### src/rtl/lcdtg_pkg.sv
package lcdtg_pkg;
  localparam int CFG_W = 32;
  localparam int ACT_W = 14;
  localparam int PORCH_W = 12;
  localparam int SYNC_W = 8;

  localparam int PPL_LSB = 0;
  localparam int LPP_LSB = 16;
  localparam int BP_LSB = 20;
  localparam int FP_LSB = 8;
  localparam int SW_LSB = 0;

  localparam int POL_INV_VS = 12;
  localparam int POL_INV_HS = 13;
  localparam int POL_INV_PCLK = 14;
  localparam int POL_INV_DE = 15;
  localparam int POL_EDGE_SEL = 16;
  localparam int POL_EDGE_EN = 17;
  localparam int POL_ALIGN = 18;

  typedef struct packed {
    logic hsRaw;
    logic vsRaw;
    logic deRaw;
    logic reqRaw;
    logic syncOnFall;
    logic invHs;
    logic invVs;
    logic invDe;
    logic invPclk;
  } lcdtg_strobe_t;
endpackage

### src/rtl/lcdtg_ctrl.sv
module lcdtg_ctrl
  import lcdtg_pkg::*;
#(
  parameter int CNT_W = 16
) (
  input  logic              clkIn,
  input  logic              rstN,
  input  logic [CFG_W-1:0]  sizeWord,
  input  logic [CFG_W-1:0]  horizWord,
  input  logic [CFG_W-1:0]  vertWord,
  input  logic [CFG_W-1:0]  polWord,
  output lcdtg_strobe_t     stb,
  output logic [CNT_W-1:0]  hPos,
  output logic [CNT_W-1:0]  vPos
);
  localparam logic [CNT_W-1:0] ONE = CNT_W'(1);

  logic cfgValid;
  logic [CFG_W-1:0] sizeSh, horizSh, vertSh, polSh;
  logic [CFG_W-1:0] sizeEff, horizEff, vertEff, polEff;

  assign sizeEff  = cfgValid ? sizeSh  : sizeWord;
  assign horizEff = cfgValid ? horizSh : horizWord;
  assign vertEff  = cfgValid ? vertSh  : vertWord;
  assign polEff   = cfgValid ? polSh   : polWord;

  logic unusedCfgBits;
  assign unusedCfgBits = ^{sizeEff[CFG_W-1:LPP_LSB+ACT_W], sizeEff[LPP_LSB-1:PPL_LSB+ACT_W],
                           polEff[CFG_W-1:POL_ALIGN+1], polEff[POL_INV_VS-1:0]};

  // region boundaries for the frame in progress
  logic [CNT_W-1:0] hSyncEnd, hActBeg, hActEnd, hLast;
  logic [CNT_W-1:0] vSyncEnd, vActBeg, vActEnd, vLast;

  always_comb begin
    hSyncEnd = CNT_W'(horizEff[SW_LSB +: SYNC_W]) + ONE;
    hActBeg  = hSyncEnd + CNT_W'(horizEff[BP_LSB +: PORCH_W]) + ONE;
    hActEnd  = hActBeg + CNT_W'(sizeEff[PPL_LSB +: ACT_W]) + ONE;
    hLast    = hActEnd + CNT_W'(horizEff[FP_LSB +: PORCH_W]);
    vSyncEnd = CNT_W'(vertEff[SW_LSB +: SYNC_W]) + ONE;
    vActBeg  = vSyncEnd + CNT_W'(vertEff[BP_LSB +: PORCH_W]);
    vActEnd  = vActBeg + CNT_W'(sizeEff[LPP_LSB +: ACT_W]) + ONE;
    vLast    = vActEnd + CNT_W'(vertEff[FP_LSB +: PORCH_W]) - ONE;
  end

  function automatic logic inWin(input logic [CNT_W-1:0] p, input logic [CNT_W-1:0] lo,
                                 input logic [CNT_W-1:0] hi);
    return (p >= lo) && (p < hi);
  endfunction

  logic lineEnd, frameEnd;
  logic [CNT_W-1:0] hNext, vNext;

  always_comb begin
    lineEnd  = (hPos == hLast);
    frameEnd = lineEnd && (vPos == vLast);
    hNext    = lineEnd ? '0 : hPos + ONE;
    if (!lineEnd)      vNext = vPos;
    else if (frameEnd) vNext = '0;
    else               vNext = vPos + ONE;
  end

  logic vsAligned, vsShifted;
  always_comb begin
    vsAligned = (vPos < vSyncEnd);
    vsShifted = (vsAligned && !((vPos == '0) && (hPos < hSyncEnd))) ||
                ((vPos == vSyncEnd) && (hPos < hSyncEnd));
  end

  always_comb begin
    stb.hsRaw   = (hPos < hSyncEnd);
    stb.vsRaw   = polEff[POL_ALIGN] ? vsAligned : vsShifted;
    stb.deRaw   = inWin(hPos, hActBeg, hActEnd) && inWin(vPos, vActBeg, vActEnd);
    stb.reqRaw  = inWin(hNext, hActBeg, hActEnd) && inWin(vNext, vActBeg, vActEnd);
    stb.syncOnFall = polEff[POL_EDGE_EN] ?
                     (polEff[POL_EDGE_SEL] ? polEff[POL_INV_PCLK] : !polEff[POL_INV_PCLK]) : 1'b1;
    stb.invHs   = polEff[POL_INV_HS];
    stb.invVs   = polEff[POL_INV_VS];
    stb.invDe   = polEff[POL_INV_DE];
    stb.invPclk = polEff[POL_INV_PCLK];
  end

  always_ff @(posedge clkIn or negedge rstN) begin
    if (!rstN) begin
      cfgValid <= 1'b0;
      sizeSh   <= '0;
      horizSh  <= '0;
      vertSh   <= '0;
      polSh    <= '0;
      hPos     <= '0;
      vPos     <= '0;
    end else begin
      if (!cfgValid || frameEnd) begin
        sizeSh  <= sizeWord;
        horizSh <= horizWord;
        vertSh  <= vertWord;
        polSh   <= polWord;
      end
      cfgValid <= 1'b1;
      hPos     <= hNext;
      vPos     <= vNext;
    end
  end
endmodule

### src/rtl/lcdtg_datapath.sv
module lcdtg_datapath
  import lcdtg_pkg::*;
#(
  parameter int CNT_W = 16
) (
  input  logic             clkIn,
  input  logic             rstN,
  input  lcdtg_strobe_t    stb,
  input  logic [CNT_W-1:0] hPos,
  input  logic [CNT_W-1:0] vPos,
  output logic             hsyncOut,
  output logic             vsyncOut,
  output logic             deOut,
  output logic             pclkOut,
  output logic [CNT_W-1:0] pixelX,
  output logic [CNT_W-1:0] lineY,
  output logic             pixReq
);
  localparam int N_SYNC = 2;

  logic deQ;
  logic [N_SYNC-1:0] syncQ, syncOut, syncRaw, syncInv;

  assign syncRaw = {stb.vsRaw, stb.hsRaw};
  assign syncInv = {stb.invVs, stb.invHs};

  always_ff @(posedge clkIn or negedge rstN) begin
    if (!rstN) begin
      deQ    <= 1'b0;
      pixReq <= 1'b0;
      pixelX <= '0;
      lineY  <= '0;
      syncQ  <= '0;
    end else begin
      deQ    <= stb.deRaw;
      pixReq <= stb.reqRaw;
      pixelX <= hPos;
      lineY  <= vPos;
      syncQ  <= syncRaw;
    end
  end

  for (genvar i = 0; i < N_SYNC; i++) begin : g_sync
    logic lateQ;
    always_ff @(negedge clkIn or negedge rstN) begin
      if (!rstN) lateQ <= 1'b0;
      else       lateQ <= syncQ[i];
    end
    assign syncOut[i] = (stb.syncOnFall ? lateQ : syncQ[i]) ^ syncInv[i];
  end

  assign hsyncOut = syncOut[0];
  assign vsyncOut = syncOut[1];
  assign deOut    = deQ ^ stb.invDe;
  assign pclkOut  = clkIn ^ stb.invPclk;
endmodule

### src/rtl/lcd_timing_gen.sv
module lcd_timing_gen
  import lcdtg_pkg::*;
#(
  parameter int CNT_W = 16
) (
  input  logic             clkIn,
  input  logic             rstN,
  input  logic [31:0]      cfgSize,
  input  logic [31:0]      cfgHoriz,
  input  logic [31:0]      cfgVert,
  input  logic [31:0]      cfgPol,
  output logic             hsyncOut,
  output logic             vsyncOut,
  output logic             deOut,
  output logic             pclkOut,
  output logic [CNT_W-1:0] pixelX,
  output logic [CNT_W-1:0] lineY,
  output logic             pixReq
);
  lcdtg_strobe_t stb;
  logic [CNT_W-1:0] hPos, vPos;

  lcdtg_ctrl #(.CNT_W(CNT_W)) u_ctrl (
    .clkIn(clkIn), .rstN(rstN),
    .sizeWord(cfgSize), .horizWord(cfgHoriz), .vertWord(cfgVert), .polWord(cfgPol),
    .stb(stb), .hPos(hPos), .vPos(vPos)
  );

  lcdtg_datapath #(.CNT_W(CNT_W)) u_dp (
    .clkIn(clkIn), .rstN(rstN), .stb(stb), .hPos(hPos), .vPos(vPos),
    .hsyncOut(hsyncOut), .vsyncOut(vsyncOut), .deOut(deOut), .pclkOut(pclkOut),
    .pixelX(pixelX), .lineY(lineY), .pixReq(pixReq)
  );
endmodule

### config.mk
export PLATFORM = sky130hd
export DESIGN_NAME = lcd_timing_gen
export DESIGN_NICKNAME = d
export VERILOG_FILES = /design/src/rtl/lcdtg_pkg.sv /design/src/rtl/lcdtg_ctrl.sv /design/src/rtl/lcdtg_datapath.sv /design/src/rtl/lcd_timing_gen.sv
export SDC_FILE = /design/constraint.sdc
export NUM_CORES = 1
export LEC_CHECK = 0
export ABC_AREA = 1
export BUFFER_PORTS_ARGS = -buffer_cell sky130_fd_sc_hd__buf_2
export CAP_MARGIN = 40
export CORE_AREA = 2 2 262 135
export DETAILED_ROUTE_END_ITERATION = 7
export DIE_AREA = 0 0 264 137
export GPL_ROUTABILITY_DRIVEN = 0
export PLACE_DENSITY = 0.64
export SLEW_MARGIN = 40
export SYNTH_ARGS = -nofsm -noshare
export SYNTH_HDL_FRONTEND = slang
export SYNTH_HIERARCHICAL = 1
export SYNTH_SLANG_ARGS = --single-unit
### constraint.sdc
create_clock -name clkIn -period 11.5 [get_ports clkIn]
set_input_delay 0.575 -clock clkIn [delete_from_list [all_inputs] [get_ports clkIn]]
set_output_delay 0.575 -clock clkIn [all_outputs]
set_load 0.02 [all_outputs]
==> impl_results.md <==
* Status: finished with violations
* Failing checks: negative hold slack
* Setup crit start kind: flip-flop
* Worst relative slew slack at 0.416
* Most frequent cells in the layout: nand2_1, inv_1, o21ai_0
* Gr usage total at 0.255
* Sum Neg Setup Slack at 0 ns
* Number of enable flip-flop cells after synthesis at 0
* Initial Utilization at 0.445
* Die width at roughly 260 um
* Nets at ~2600
* DR vias at between 10000 and 15000
* Drt first pass iters at 6
* Row cnt at 48
* Final hold violation count at 6
* Pwr/cell area at ~200 nW/um2
* Synth warn at 6
* Max Fclk at 96.4 MHz
* Multi-input gate area at 9130 um2
* Least-Margin Pin Slew at about 0.87 ns
* Yosys cell types at 60
* DRT antenna net count at 0
* Antenna violations before repair at 1
* Fill count at between 3000 and 4000
* Mapped Cells at around 2100
* Post-route non-filler standard cell count at ~2700
* Reg2reg path depth at 53
* Final Max Tran Viols at 0
* Slowest cell delay on critical path at around 0.70 ns
* Leak Pwr at between 9 and 10 nW
* Synth Register Bits at 170
* Core area at around 34000 um2
* Worst hold slack at -0.00784 ns
* Clk_skew at about 0.014 ns
* Fin crit period at roughly 10 ns
* Post-DR wirelength/cell at between 15 and 20 um
* I/O Buffers at around 140
* Max-cap violations at 0
* Final worst path period share at 0.902
* Register Area at around 4300 um2
* Skew-Pair Late Insertion Delay at roughly 0.57 ns
* Post-CTS Setup Inserts at 0
* Post-cts hold buffer count at 0
* Critical path endpoint category: flip-flop
* Post-CTS Resized at 0
* VDD IR max at ~150 uV
* Final WL at roughly 45000 um
* Placed instance count at approximately 2700
* CP max stage cell: dfrtp_4
* Iteration-0 DRC Markers at 1569
* First-pass GRT wire length at 70500 um
* RSZ-0062 raised after global routing: false
* Largest net degree at the start of global routing at ~140
* Synth area leader: dfrtp_1
* Sequential share of the synthesized area at 0.282
* Ys async rst share at 1.00
* Worst setup path category: flip-flop to flip-flop
* Mapped Nets at approximately 2400
* Clk slew on worst S/H paths at 0.07 ns
* Top FF cell, synth: dfrtp_1
* Antenna Cells at 0
* DP Wirelength at 36300 um
* Commonest non-fill, non-tap cell in the layout: nand2_1
* Hold Crit Class: input pin to asynchronous set/reset pin
* DR DRC count at 0
* Worst Path Arrival at between 10 and 15 ns
* Routed vias/inst at 5.26
* Die area at ~36000 um2
* CTS tree: done
* Worst EP required at between 10 and 15 ns
* Yosys top cell area share at 0.279
* Area grow syn2layout at 11.6%
* Syn avg cell area at between 7 and 8 um2
* Die extent in y at between 100 and 150 um
* Pwr Total at ~3.4 mW
* Final core occ at 0.497
* Synth area leaders: dfrtp_1, ha_1, nand2_1
* Synthesized area at between 15000 and 20000 um2
* Most frequent CP cell: nand2_1
* Vias in the first global route at 13000
* GRT overflow at 0
* Layout cells sized above 1 at 0.128
* Worst-path maximum fanout at 46
* Ports at roughly 170
* Final-report setup violation count at 0
-- worst paths after layout --
| path | startpoint | endpoint | slack, ns |
|---|---|---|---|
| worst max register to register | u_ctrl/cfgValid | u_dp/pixReq | 1.13 |
| min in group clkIn | cfgHoriz[4] | u_ctrl/horizSh[4] | 0.22 |
| worst min register to register | u_ctrl/vertSh[6] | u_ctrl/vertSh[6] | 0.49 |
| worst max-delay path | u_ctrl/cfgValid | u_dp/pixReq | 1.13 |
| max in group asynchronous | rstN | u_dp/g_sync[1].lateQ | 5.36 |
| worst min-delay path | rstN | u_dp/deQ | -0.008 |
-- power by group --
part	switching [mW]	internal, mW
Sequential	0.0526	0.650
Clock	0.296	0.379
Combinational	1.28	0.751
Total	1.63	1.78
-- flip-flops by register name, summed over array words and instances (netlist names) --
signal and cells:
u_ctrl/horizSh 32, u_ctrl/vertSh 32, u_ctrl/sizeSh 28, u_ctrl/hPos 16, u_ctrl/vPos 16, u_dp/lineY 16, u_dp/pixelX 16, u_ctrl/polSh 7
u_dp/g_sync.lateQ 2, u_dp/syncQ 2, u_ctrl/cfgValid 1, u_dp/deQ 1, u_dp/pixReq 1
-- routing by layer --
| layer | global-route usage | vias up | share of wire |
|---|---|---|---|
| met1 | 0.412 | 6555 | 0.53 |
| met2 | 0.320 | 526 | 0.36 |
| met5 | 0 | - | 0.00029 |
| li1 | - | 7097 | - |
| met3 | 0.0660 | 42 | 0.10 |
| met4 | 0.0619 | 2 | 0.010 |
-- Yosys cell counts, types with 13 or more instances --
cell type,number
buf_2,14
nand2_1,496
nand3_2,16
nor3_1,13
ha_1,181
nand2_2,39
xnor2_1,22
clkbuf_1,22
nand4_1,23
o21ai_1,25
xor2_1,53
inv_1,374
nand3_1,105
o21ai_0,194
dfrtp_1,168
nor2_1,100
a21oi_1,108
-- logic make-up after synthesis --
kind of cell / count (synthesis) / share of synthesized area
AND/OR/NAND/NOR: 851 / 0.254
buffers and inverters: 438 / 0.114
AO/OA/AOI/OAI: 395 / 0.144
adder cells (fa/ha/maj): 188 / 0.159
flip-flops: 170 / 0.282
XOR/XNOR: 75 / 0.0435
multiplexers: 5 / 0.00373
other: 1 / 0.000249
-- per-stage QoR --
stage	cell area, um2	setup slack [ns]
after floorplan	15100	2.73
after global placement	16200	1.55
after detailed placement	16200	1.34
after CTS	16800	1.33
after global routing	16800	0.366
final	16800	1.13
-- final cells by class --
class,count,area share
Timing Repair Buffer,143,0.0443
Clock inverter,14,0.00936
Inverter,390,0.0871
Clock buffer,22,0.0308
Multi-Input combinational cell,1515,0.542
Sequential cell,170,0.253
Tap cell,450,0.0334
-- critical path: cells and delay by family (launching register included) --
| family | cells | cell delay [ns] |
|---|---|---|
| xor+xnor | 4 | 1.06 |
| fa+ha+maj | 5 | 1.61 |
| flops | 1 | 0.70 |
| simple gates | 23 | 2.93 |
| buf+inv | 5 | 0.90 |
| compound gates | 16 | 2.98 |
No activity file was read; power rests on OpenSTA's default activity.
